==> src/rtl/pp_pkg.sv <==
package pp_pkg;

  typedef enum logic [2:0] {
    PM_COMPAT = 3'b000,
    PM_BIDIR  = 3'b001,
    PM_CFIFO  = 3'b010,
    PM_ECP    = 3'b011,
    PM_RSV4   = 3'b100,
    PM_RSV5   = 3'b101,
    PM_TEST   = 3'b110,
    PM_CONF   = 3'b111
  } pp_mode_e;

  typedef enum logic [1:0] {
    TX_IDLE  = 2'd0,
    TX_SETUP = 2'd1,
    TX_PULSE = 2'd2,
    TX_HOLD  = 2'd3
  } tx_state_e;

  localparam logic [1:0] A_MODE = 2'd0;
  localparam logic [1:0] A_CTL  = 2'd1;
  localparam logic [1:0] A_STAT = 2'd2;
  localparam logic [1:0] A_FIFO = 2'd3;

  localparam logic [7:0] CFG_ID = 8'h10;

  // Effective input direction: some modes force the port to output.
  function automatic logic pp_dir_in(pp_mode_e m, logic req);
    return req && !(m == PM_COMPAT || m == PM_CFIFO);
  endfunction

  function automatic logic [7:0] pp_ctl_view(logic [5:0] c);
    return {2'b11, c};
  endfunction

endpackage

==> src/rtl/pp_fifo.sv <==
module pp_fifo #(
  parameter int DEPTH = 16,
  parameter int WIDTH = 8,
  localparam int AW = $clog2(DEPTH),
  localparam int CW = AW + 1
) (
  input  logic             clk,
  input  logic             rst_n,
  input  logic             flush,
  input  logic             push,
  input  logic             pop,
  input  logic [WIDTH-1:0] wdata,
  output logic [WIDTH-1:0] head,
  output logic             full,
  output logic             empty,
  output logic [CW-1:0]    count,
  output logic             acc_push,
  output logic             acc_pop
);

  logic [WIDTH-1:0] mem [DEPTH];
  logic [AW-1:0]    wp, rp;

  function automatic logic [AW-1:0] nxt(logic [AW-1:0] p);
    return (p == AW'(DEPTH - 1)) ? '0 : p + 1'b1;
  endfunction

  assign full     = (count == CW'(DEPTH));
  assign empty    = (count == '0);
  assign acc_push = push && !full;
  assign acc_pop  = pop && !empty;
  assign head     = mem[rp];

  always_ff @(posedge clk) begin
    if (acc_push && !flush) mem[wp] <= wdata;
  end

  always_ff @(posedge clk or negedge rst_n) begin
    if (!rst_n) begin
      wp    <= '0;
      rp    <= '0;
      count <= '0;
    end else if (flush) begin
      wp    <= '0;
      rp    <= '0;
      count <= '0;
    end else begin
      if (acc_push) wp <= nxt(wp);
      if (acc_pop)  rp <= nxt(rp);
      case ({acc_push, acc_pop})
        2'b10:   count <= count + 1'b1;
        2'b01:   count <= count - 1'b1;
        default: count <= count;
      endcase
    end
  end

endmodule

==> src/rtl/pp_tx_hs.sv <==
module pp_tx_hs
  import pp_pkg::*;
(
  input  logic       clk,
  input  logic       rst_n,
  input  logic       enable,
  input  logic       flush,
  input  logic       have_data,
  input  logic       busy,
  input  logic [7:0] head,
  output logic       pop,
  output logic [7:0] data,
  output logic       strobe,
  output logic       active
);

  tx_state_e st;

  assign pop    = (st == TX_IDLE) && enable && have_data && !busy;
  assign strobe = (st == TX_PULSE);
  assign active = (st != TX_IDLE);

  always_ff @(posedge clk or negedge rst_n) begin
    if (!rst_n) begin
      st   <= TX_IDLE;
      data <= '0;
    end else if (flush) begin
      st <= TX_IDLE;
    end else begin
      case (st)
        TX_IDLE: if (pop) begin
          data <= head;
          st   <= TX_SETUP;
        end
        TX_SETUP: st <= TX_PULSE;
        TX_PULSE: st <= TX_HOLD;
        default:  st <= TX_IDLE;
      endcase
    end
  end

endmodule

==> src/rtl/pp_ack_irq.sv <==
module pp_ack_irq #(
  parameter int SYNC = 2
) (
  input  logic clk,
  input  logic rst_n,
  input  logic ack_n,
  input  logic en,
  input  logic clr,
  output logic rise,
  output logic irq
);

  logic [SYNC-1:0] sync_q;
  logic            last_q;

  assign rise = sync_q[SYNC-1] && !last_q;

  always_ff @(posedge clk or negedge rst_n) begin
    if (!rst_n) begin
      sync_q <= '1;
      last_q <= 1'b1;
      irq    <= 1'b0;
    end else begin
      sync_q <= {sync_q[SYNC-2:0], ack_n};
      last_q <= sync_q[SYNC-1];
      if (rise && en) irq <= 1'b1;
      else if (clr)   irq <= 1'b0;
    end
  end

endmodule

==> src/rtl/ppfifo_ctrl.sv <==
module ppfifo_ctrl
  import pp_pkg::*;
#(
  parameter int DEPTH = 16,
  localparam int CW = $clog2(DEPTH) + 1
) (
  input  logic       clk,
  input  logic       rst_n,
  input  logic       hb_wr,
  input  logic       hb_rd,
  input  logic [1:0] hb_addr,
  input  logic [7:0] hb_wdata,
  output logic [7:0] hb_rdata,
  output logic [7:0] pd_out,
  output logic       pd_oe,
  input  logic [7:0] pd_in,
  input  logic       pd_in_stb,
  input  logic       busy,
  input  logic       ack_n,
  output logic       stb_n,
  output logic       afd_n,
  output logic       init_n,
  output logic       slin_n,
  output logic       irq
);

  pp_mode_e  mode_q;
  logic [5:0] ctl_q;
  logic [1:0] unused_wbits;

  // Named internal events
  logic wr_mode, wr_ctl, mode_chg, stat_rd;
  logic dir_in, tx_mode, rx_mode, test_mode;
  logic host_push, host_pop, per_push;
  logic f_push, f_pop, f_full, f_empty, f_acc_push, f_acc_pop;
  logic [CW-1:0] f_count;
  logic [7:0] f_head, f_wdata, tx_data;
  logic tx_pop, hs_strobe, tx_active, ack_rise;

  assign unused_wbits = hb_wdata[7:6];

  assign wr_mode  = hb_wr && (hb_addr == A_MODE);
  assign wr_ctl   = hb_wr && (hb_addr == A_CTL);
  assign stat_rd  = hb_rd && (hb_addr == A_STAT);
  assign mode_chg = wr_mode && (pp_mode_e'(hb_wdata[2:0]) != mode_q);

  assign dir_in    = pp_dir_in(mode_q, ctl_q[5]);
  assign tx_mode   = (mode_q == PM_CFIFO) || (mode_q == PM_ECP && !dir_in);
  assign rx_mode   = (mode_q == PM_ECP) && dir_in;
  assign test_mode = (mode_q == PM_TEST);

  assign host_push = hb_wr && (hb_addr == A_FIFO) && (tx_mode || test_mode);
  assign host_pop  = hb_rd && (hb_addr == A_FIFO) && (rx_mode || test_mode);
  assign per_push  = rx_mode && pd_in_stb;
  assign f_push    = host_push || per_push;
  assign f_pop     = host_pop || tx_pop;
  assign f_wdata   = per_push ? pd_in : hb_wdata;

  always_ff @(posedge clk or negedge rst_n) begin
    if (!rst_n) begin
      mode_q <= PM_COMPAT;
      ctl_q  <= '0;
    end else begin
      if (wr_mode) mode_q <= pp_mode_e'(hb_wdata[2:0]);
      if (wr_ctl)  ctl_q  <= hb_wdata[5:0];
    end
  end

  pp_fifo #(.DEPTH(DEPTH), .WIDTH(8)) u_fifo (
    .clk      (clk),
    .rst_n    (rst_n),
    .flush    (mode_chg),
    .push     (f_push),
    .pop      (f_pop),
    .wdata    (f_wdata),
    .head     (f_head),
    .full     (f_full),
    .empty    (f_empty),
    .count    (f_count),
    .acc_push (f_acc_push),
    .acc_pop  (f_acc_pop)
  );

  pp_tx_hs u_tx (
    .clk       (clk),
    .rst_n     (rst_n),
    .enable    (tx_mode && !mode_chg),
    .flush     (mode_chg),
    .have_data (!f_empty),
    .busy      (busy),
    .head      (f_head),
    .pop       (tx_pop),
    .data      (tx_data),
    .strobe    (hs_strobe),
    .active    (tx_active)
  );

  pp_ack_irq #(.SYNC(2)) u_irq (
    .clk   (clk),
    .rst_n (rst_n),
    .ack_n (ack_n),
    .en    (ctl_q[4]),
    .clr   (stat_rd),
    .rise  (ack_rise),
    .irq   (irq)
  );

  assign pd_oe  = !dir_in;
  assign pd_out = test_mode ? (f_empty ? 8'h00 : f_head) : tx_data;

  assign slin_n = !ctl_q[3];
  assign init_n = ctl_q[2];
  assign afd_n  = !ctl_q[1];
  assign stb_n  = !(ctl_q[0] || hs_strobe);

  always_comb begin
    case (hb_addr)
      A_MODE: hb_rdata = {5'b0, mode_q};
      A_CTL:  hb_rdata = pp_ctl_view(ctl_q);
      A_STAT: hb_rdata = {irq, tx_active, 4'b0, f_full, f_empty};
      default: begin
        if (mode_q == PM_CONF)                             hb_rdata = CFG_ID;
        else if ((rx_mode || test_mode) && !f_empty)       hb_rdata = f_head;
        else                                               hb_rdata = 8'h00;
      end
    endcase
  end

endmodule

==> config.mk <==
export PLATFORM = sky130hd
export DESIGN_NAME = ppfifo_ctrl
export DESIGN_NICKNAME = d
export VERILOG_FILES = /design/src/rtl/pp_pkg.sv /design/src/rtl/pp_fifo.sv /design/src/rtl/pp_tx_hs.sv /design/src/rtl/pp_ack_irq.sv /design/src/rtl/ppfifo_ctrl.sv
export SDC_FILE = /design/constraint.sdc
export NUM_CORES = 1
export LEC_CHECK = 0
export BUFFER_PORTS_ARGS = -buffer_cell sky130_fd_sc_hd__buf_2
export CAP_MARGIN = 15
export CORE_UTILIZATION = 40
export CTS_CLUSTER_SIZE = 30
export DETAILED_ROUTE_END_ITERATION = 8
export SLEW_MARGIN = 10
export SYNTH_ARGS = -nofsm -noshare
export SYNTH_HDL_FRONTEND = slang
export SYNTH_SLANG_ARGS = --single-unit
==> constraint.sdc <==
create_clock -name clk -period 2.91 [get_ports clk]
set_input_delay 0.291 -clock clk [delete_from_list [all_inputs] [get_ports clk]]
set_output_delay 0.291 -clock clk [all_outputs]
set_load 0.02 [all_outputs]
# Word-level counts from Yosys, hierarchy flattened
# Memory sizes are Yosys's and may differ from the RTL's.
# Cells that the tools add are included.
# Widths: inputs -> output; s select.
[totals]
out_inout_bits = 22
mem_bits_rw = 128
elab_cells = 102
n_memories = 1
regBits = 36
romBits = 0
latch_bits = 0
input_bits = 25
[memory_table]
columns = ["memory", "words", "width", "read_ports", "rd_ports_with_merged_regs", "wr", "line", "source"]
rows = [
  ["u_fifo.mem", 16, 8, 1, 0, 1, "pp_fifo.sv:21", "logic [WIDTH-1:0] mem [DEPTH];"],
]
[op_classes]
reduce_logical = 49
n_div = 0
bitwise_logic = 1
n_shift = 0
magnitude_cmp = 0
addsub = 4
mul = 0
mux = 21
eq_ne = 16
[op_table]
columns = ["op", "n"]
rows = [
  ["$mux 8", 5],
  ["$mux 4", 6],
  ["$pmux 8 s3", 1],
  ["$logic_and 1x1->1", 22],
  ["$logic_not 1->1", 10],
  ["$pmux 5 s2", 1],
  ["$add 4x1->4 const B", 2],
  ["$eq 2x2->1 const B", 4],
  ["$eq 4x4->1 const B", 2],
  ["$reduce_bool 2->1", 4],
  ["$logic_or 1x1->1", 7],
  ["$eq 2x1->1 const B", 3],
  ["$eq 3x2->1 const B", 2],
  ["$eq 3x3->1 const B", 2],
  ["$pmux 2 s3", 1],
  ["$add 5x1->5 const B", 1],
  ["$eq 5x5->1 const B", 1],
  ["$logic_not 5->1", 1],
  ["$mux 5", 1],
  ["$sub 5x1->5 const B", 1],
  ["$logic_not 2->1", 2],
  ["$mux 1", 4],
  ["$mux 2", 2],
  ["$logic_not 3->1", 1],
  ["5 further kinds", 5],
]

# Longest topological paths before layout
# Gate-level depths: netlist (run 1).
[depth]
word_depth = 16
depth_mapped = 12
depth_no_buf = 11

# Cells and area by module
# From an unflattened synthesis (run 1), not the netlist that was laid out.
[unflattened]
cells_unflattened = 506
hier_area_um2 = 7473.4
[modules_own_cells]
columns = ["mod", "area_per_inst_um2", "n_inst", "seq_area_each_um2", "cells_per_inst"]
rows = [
  ["pp_fifo", 5945.7, 1, 4169.0, 360],
  ["ppfifo_ctrl", 945.9, 1, 225.2, 108],
  ["pp_tx_hs", 451.7, 1, 250.2, 31],
  ["pp_ack_irq", 130.1, 1, 103.8, 7],
]

# Worst setup path before layout (run 1)
# OpenSTA, ideal clock, no wires.
[synth_path]
path_type = "reg2reg"
from = "reg u_fifo.count[1]"
to = "reg u_fifo.count[4]"
setup_time_ps = 126
period_less_slack_ps = 2879
setup_slack_ps = 31
required_ps = 2784
arrival_ps = 2752
n_path_buf = 1
path_stages_with_launch = 12
path_cell_list = "dfrtp_1 > buf_2 > or4_4 > o2111ai_4 > o32a_4 > a21oi_2 > xor2_1 > ha_1 > or3_1 > a221oi_1 > mux2i_1 > mux2i_1"
[synth_via]
elab_chain_cells = 9
elab_cells_between_ends = 16
classes_between = "add/sub: 2; eq/ne: 3; mux: 2; reduce/logical: 9"
[synth_rtl]
columns = ["element", "line", "source"]
rows = [
  ["start, declared", "pp_fifo.sv:16", "output logic [CW-1:0] count,"],
  ["start signal, assigned", "pp_fifo.sv:51", "2'b10: count <= count + 1'b1;"],
  ["start signal, assigned", "pp_fifo.sv:52", "2'b01: count <= count - 1'b1;"],
  ["start signal, assigned", "pp_fifo.sv:53", "default: count <= count;"],
  ["$logic_not 5->1", "pp_fifo.sv:29", "assign empty = (count == '0);"],
  ["$logic_not 1->1", "pp_fifo.sv:31, ppfifo_ctrl.sv:89", ""],
  ["$logic_and 1x1->1 (2 in series)", "pp_tx_hs.sv:19", "assign pop = (st == TX_IDLE) && enable && have_data && !busy;"],
  ["$logic_or 1x1->1", "ppfifo_ctrl.sv:56", "assign f_pop = host_pop || tx_pop;"],
  ["$logic_and 1x1->1", "pp_fifo.sv:31", "assign acc_pop = pop && !empty;"],
  ["$eq 2x1->1 / $eq 2x2->1 (equally long branches)", "pp_fifo.sv:50", "case ({acc_push, acc_pop})"],
  ["$pmux 5 s2", "pp_fifo.sv:50", ""],
  ["$mux 5", "pp_fifo.sv:43", "end else if (flush) begin"],
]
# Parallel ways exist; a longest one is shown, timed or not.
# A chain may end at the register's enable or synchronous reset.

# Worst setup path after layout (run 1)
[layout_path]
from = "reg u_fifo.rp[0]"
to = "out hb_rdata[0]"
[layout_via]
elab_chain_cells = 4
[layout_rtl]
columns = ["element", "line", "source"]
rows = [
  ["start, declared", "pp_fifo.sv:22", "logic [AW-1:0] wp, rp;"],
  ["start signal, assigned", "pp_fifo.sv:49", "if (acc_pop) rp <= nxt(rp);"],
  ["$mem_v2 16x8", "n/a", ""],
  ["$mux 8", "ppfifo_ctrl.sv:123", "else if ((rx_mode || test_mode) && !f_empty) hb_rdata = f_head;"],
  ["$mux 8", "ppfifo_ctrl.sv:122", "if (mode_q == PM_CONF) hb_rdata = CFG_ID;"],
  ["$pmux 8 s3", "ppfifo_ctrl.sv:117", "case (hb_addr)"],
  ["end, declared", "ppfifo_ctrl.sv:13", "output logic [7:0] hb_rdata,"],
]
# Every way passes these cells.

==> impl_metrics.json, run 1 <==
{
  "power.switching_mw": 2.273,
  "antenna_cells": 0,
  "io-pin-count": 47,
  "chipWidth_um": 138.3,
  "worst-path-max-fanout": 27,
  "areaGrowthSynthToFinish_pct": 18.40,
  "avgViaCountPerCell": 5.477,
  "ir_drop_v": 0.0004808,
  "max_cap_viol_count": 0,
  "p_seq_frac": 0.406,
  "tightest_slew_ns": 0.8293,
  "final_nets": 586,
  "ys_ff_latch": 164,
  "grt-ovfl-total": 0,
  "worst_setup_path_start_kind": "register",
  "p_clk_frac": 0.315,
  "critPathLaunch": "u_fifo.rp[0]$_DFFE_PN0P_",
  "cp-end-kind": "output port",
  "grt_max_degree": 37,
  "synthDistinctLibCells": 60,
  "finalClockSkew_ns": 0.009567,
  "core_area_sq_um": 18090,
  "ant_nets": 0,
  "cts_tree": "done",
  "dp.cells": 758,
  "yosys_most_used_dff": "edfxtp_1",
  "clockBufferDepth": 2,
  "crit_slowest_cell": "mux4_2",
  "clk_pin_slew_ns": 0.07,
  "num_vias": 4349,
  "synthDominantCellAreaShare": 0.5176,
  "slew_headroom": 0.4471,
  "p_per_area_nw_per_um2": 804.2,
  "violations": "design-rule violations",
  "grt_pass1_wl_um": 26440,
  "p_int_mw": 4.798,
  "syn_inst": 472,
  "die_area_sq_um": 19110,
  "cts_buffers": 17,
  "first_global_vias": 4633,
  "clock_latency_ns": 0.43,
  "synth_seq_area_share": 0.6394,
  "use_met2": 0.3147,
  "syn_nets": 506,
  "final_cells": 794,
  "synth_edf_count": 128,
  "wl_per_cell_um": 21.35,
  "final_cell_mix": "edfxtp_1, buf_2, buf_4",
  "start_util": 0.4106,
  "switching_share": 0.3214,
  "use_met1": 0.2430,
  "cts_sinks": 164,
  "syn_area_sq_um": 7426,
  "fmax_mhz": 358.9,
  "tns_ns": 0,
  "layout_commonest_cell": "edfxtp_1",
  "grt-busiest-layer": "met2",
  "htree_levels": 4,
  "period_share": 0.9575,
  "cts_root_buffer": "clkbuf_16",
  "avgSynthCellArea_sq_um": 15.73,
  "drt-pass1-iter-count": 6,
  "hold_viol_final": 0,
  "synth_area_leader_cell": "edfxtp_1",
  "critPathArrivalTime_ns": 2.50,
  "period_needed_ns": 2.786,
  "synth_warnings": 0,
  "leakagePower_nw": 3.163,
  "nFillCells": 1538,
  "routed_wl_um": 16950,
  "criticalPathCategory": "register to output port",
  "drv_slew": 0,
  "synthTopCellsByArea": "edfxtp_1, dfrtp_1, mux4_2",
  "outcome": "complete, but fails checks",
  "cp.required_ns": 2.62,
  "grtUsageMet3": 0.04434,
  "rrSetupSlack_ns": 0.12,
  "hp-class": "primary input to register",
  "dp_hpwl_um": 11520,
  "row_count": 49,
  "die_y_um": 138.3,
  "port_buffers": 46,
  "rsz0062_at_grt": "no",
  "gp_congestion": 0.8474,
  "worstReg2RegStart": "u_fifo.count[3]$_DFFE_PN0P_",
  "drc": 10,
  "grtUsageTotal": 0.1883,
  "path_cells": "buf_12 > mux4_2 > mux2i_1 > mux2i_2 > nand3_1 > o221ai_1 > buf_2",
  "max_stage_delay_ns": 0.53,
  "placed_area_sq_um": 8119,
  "detail_route.iter0.violations": 215,
  "stdcell_area_sq_um": 8792,
  "finalPower_mw": 7.071,
  "finalSetupViolCount": 0,
  "async_reset_ff_frac": 0.2195,
  "hp-start": "hb_wdata[4]",
  "antenna_found_initial": 0,
  "drive_above_1_share": 0.3611,
  "combPwrFrac": 0.279
}
final timing paths:
path,end,depth (start not counted)
max,hb_rdata[0],7
min,ctl_q[4]$_DFFE_PN0P_,2
max reg2reg,u_fifo.count[4]$_DFFE_PN0P_,10
min reg2reg,u_irq.sync_q[1]$_DFF_PN1_,0
max in group asynchronous,u_fifo.rp[0]$_DFFE_PN0P_,2
min in group asynchronous,u_fifo.count[4]$_DFFE_PN0P_,2
area by class of cell:
cell class	count	area, sq um	area share
clock buffer	17	425.4	0.04838
clock inverter	15	167.7	0.01907
inverter	17	63.81	0.007258
multi-input combinational	267	2545	0.2895
sequential	164	4751	0.5403
tap	229	286.5	0.03259
timing repair buffer	85	553.0	0.06290
per-stage QoR:
step,worst slack (ns),hold WS (ns),util
after global routing,0.002481,0.1029,0.4861
after global placement,0.1606,0.3464,0.4489
final,0.1237,0.1112,0.4861
after floorplan,0.03123,-0.004591,-
after CTS,0.02710,0.08875,0.4831
after detailed placement,0.1103,0.3493,0.4489
cells in the mapped netlist (2+ instances only):
master    number
nor2_1        23
a311oi_1       2
nand3_1       10
xor2_1         3
nand3b_1       2
a21bo_2        2
a221oi_1       2
mux2i_1       24
a31oi_1        4
inv_1         17
nand4_1        3
o21ai_0       14
buf_2         10
dfstp_2        3
a22o_1         5
nor4_1         6
buf_6          3
and2_1        11
or3_1          3
dfrtp_1       33
nor3_1         2
clkbuf_1       9
o22ai_1        2
ha_1           9
edfxtp_1     128
mux2_2        24
mux4_2        32
nor2b_1        7
a21oi_1       13
a22oi_1        3
nand2b_1       3
buf_1          2
nand2_1       31
routing by layer:
metal  up-vias  wire [um]
met3        24        872
met4         0        371
met2       107       8397
li1       1993          -
met1      2225       7310
met5         -          0
power by group through the flow:
stage | registers (mW) | logic [mW] | clock network (mW)
after floorplan | 2.85 | 1.37 | 0
after global placement | 2.91 | 1.89 | 0
after detailed placement | 2.92 | 1.91 | 0
after CTS | 2.87 | 1.93 | 2.28
after global routing | 2.90 | 2.14 | 2.37
final | 2.87 | 1.97 | 2.23
sequential cells by signal, indices dropped and copies added (netlist names):
signal	flops
mode_q	3
u_irq.irq	1
u_fifo.wp	4
u_fifo.rp	4
u_fifo.mem	128
u_tx.st	2
u_irq.sync_q	2
u_irq.last_q	1
ctl_q	6
u_tx.data	8
u_fifo.count	5
critical path: cells and delay by family, from the launching register on:
family | cells | cell delay [ns]
mux | 3 | 1.00
buf+inv | 2 | 0.41
flops | 1 | 0.40
simple gates | 1 | 0.14
compound gates | 1 | 0.11
timing repair:
item / CTS / global route
setup buffers: 0 / 2
pin swaps: 0 / 1
endpoints found under the hold margin: 19 / 0
gates resized for setup: 2 / 10
hold buffers: 2 / 0
setup endpoints to repair: 5 / 9
logic make-up (layout without fill, tap and decap cells):
family,count (synthesis),count (layout),share of synthesized area
AOI/OAI and AO/OA,61,61,0.06538
muxes,81,81,0.1673
DFF,164,164,0.6394
xor gates and xnor gates,6,6,0.01062
and+or+nand+nor,110,110,0.07667
adders and majority gates,9,9,0.01516
buffers and inverters,41,134,0.02544
Power figures use the tool's default switching activity.
==> inputs of run 2 (changes only) <==
Settings changed: REMOVE_ABC_BUFFERS set to 1.
==> impl_metrics.json, run 2 (synthesized netlist as in run 1, its figures left out) <==
{
  "wl_per_cell_um": 21.06,
  "outcome": "complete, but fails checks",
  "row_count": 49,
  "ir_drop_v": 0.0003811,
  "final_cells": 791,
  "layout_commonest_cell": "edfxtp_1",
  "dp_hpwl_um": 11260,
  "drv_slew": 0,
  "largest_register_ffs": 128,
  "core_area_sq_um": 18090,
  "leakagePower_nw": 3.155,
  "largest_register": "u_fifo.mem",
  "nFillCells": 1483,
  "avgViaCountPerCell": 5.526,
  "fin_util": 0.4850,
  "worst_setup_path_start_kind": "register",
  "cts_sinks": 164,
  "cts_setup_buffers": 0,
  "dp.cells": 756,
  "chipWidth_um": 138.3,
  "start_util": 0.4106,
  "tightest_slew_ns": 0.8471,
  "cts_root_buffer": "clkbuf_16",
  "clockBufferDepth": 2,
  "cp-end-kind": "output port",
  "hp-class": "primary input to register",
  "drive_above_1_share": 0.3470,
  "hold_viol_final": 0,
  "hold_slack_ns": 0.1180,
  "period_share": 0.9803,
  "routed_wl_um": 16660,
  "period_needed_ns": 2.853,
  "grt_pass1_wl_um": 26220,
  "finalClockSkew_ns": 0.01482,
  "rsz0062_at_grt": "no",
  "detail_route.iter0.violations": 340,
  "tns_ns": 0,
  "io-pin-count": 47,
  "final_cell_mix": "edfxtp_1, buf_2, mux4_2, dfrtp_1, nand2_1",
  "cts_tree": "done",
  "die_area_sq_um": 19110,
  "final_nets": 583,
  "critPathArrivalTime_ns": 2.56,
  "cts_buffers": 17,
  "violations": "design-rule violations",
  "clk_pin_slew_ns": 0.07,
  "grtUsageTotal": 0.1873,
  "slew_headroom": 0.4353,
  "drc": 1,
  "grt_max_degree": 37,
  "fmax_mhz": 350.6,
  "grt-ovfl-total": 0,
  "max_cap_viol_count": 0,
  "antenna_cells": 0,
  "top_regs": "u_fifo.mem (128), u_tx.data (8), ctl_q (6)",
  "htree_levels": 4,
  "final-seq-area_sq_um": 4750,
  "first_global_vias": 4395,
  "cp.required_ns": 2.62,
  "antenna_found_initial": 0,
  "port_buffers": 46,
  "finalSetupViolCount": 0,
  "drt-pass1-iter-count": 7,
  "worst-path-max-fanout": 26,
  "multi_input_area_sq_um": 2517,
  "gp_congestion": 0.8164,
  "p_per_area_nw_per_um2": 799.7,
  "die_y_um": 138.3,
  "areaGrowthSynthToFinish_pct": 18.11,
  "placed_area_sq_um": 8104,
  "criticalPathCategory": "register to output port",
  "num_vias": 4371,
  "stdcell_area_sq_um": 8771,
  "ant_nets": 0,
  "clock_latency_ns": 0.43
}
-- run 2: power by group --
| group | switching, mW | total, mW | internal [mW] |
|---|---|---|---|
| Clock | 1.02 | 2.16 | 1.14 |
| Combinational | 1.12 | 2.00 | 0.886 |
| Sequential | 0.139 | 2.85 | 2.71 |
-- run 2: layout make-up --
| type | instances | share of cell area |
|---|---|---|
| inverters | 17 | 0.007275 |
| clock buffers | 17 | 0.04850 |
| flip-flops and latches | 164 | 0.5415 |
| clock inverters | 15 | 0.01826 |
| repair buffers | 82 | 0.06476 |
| well taps | 229 | 0.03267 |
| multi-input cells | 267 | 0.2870 |
-- run 2: per-layer routing --
metal,part of all wire,vias up,global-route usage
met1,0.45,2249,0.2519
met2,0.49,102,0.2999
met3,0.032,23,0.03637
li1,-,1997,-
met4,0.025,0,0.07747
met5,0,-,0
-- run 2: final timing paths --
kind / from / endpoint / slack (ns) / cells after the start
hold reg to reg: u_irq.sync_q[0]$_DFF_PN1_ / u_irq.sync_q[1]$_DFF_PN1_ / 0.36 / 0
setup reg to reg: mode_q[0]$_DFFE_PN0P_ / u_fifo.count[4]$_DFFE_PN0P_ / 0.11 / 10
hold / removal: hb_wdata[5] / ctl_q[5]$_DFFE_PN0P_ / 0.12 / 2
min in group asynchronous: rst_n / u_irq.irq$_DFFE_PN0P_ / 0.52 / 2
setup / recovery: u_fifo.rp[1]$_DFFE_PN0P_ / hb_rdata[7] / 0.06 / 7
max in group asynchronous: rst_n / u_fifo.rp[0]$_DFFE_PN0P_ / 1.81 / 2
-- run 2: through the flow --
stage	power [mW]	setup slack, ns
after CTS	7.049	0.01504
after global placement	4.783	0.1935
final	7.014	0.05742
after floorplan	4.164	-0.09117
after global routing	7.352	0.004202
after detailed placement	4.824	0.07566
-- run 2: critical path, cell delays in order (launching register included) --
cell     delay, ns
dfrtp_1       0.39
buf_12        0.23
mux4_2        0.52
mux2i_1       0.32
mux2i_2       0.21
a21oi_1       0.23
nor2_1        0.06
buf_2         0.16
-- run 2: timing repair --
item / 4_1_cts / 5_1_grt
pin swaps: 0 / 1
hold buffers: 2 / 0
endpoints found under the setup margin: 5 / 4
hold endpoints to repair: 34 / 0
gates cloned: 1 / 0
resized for setup: 2 / 5
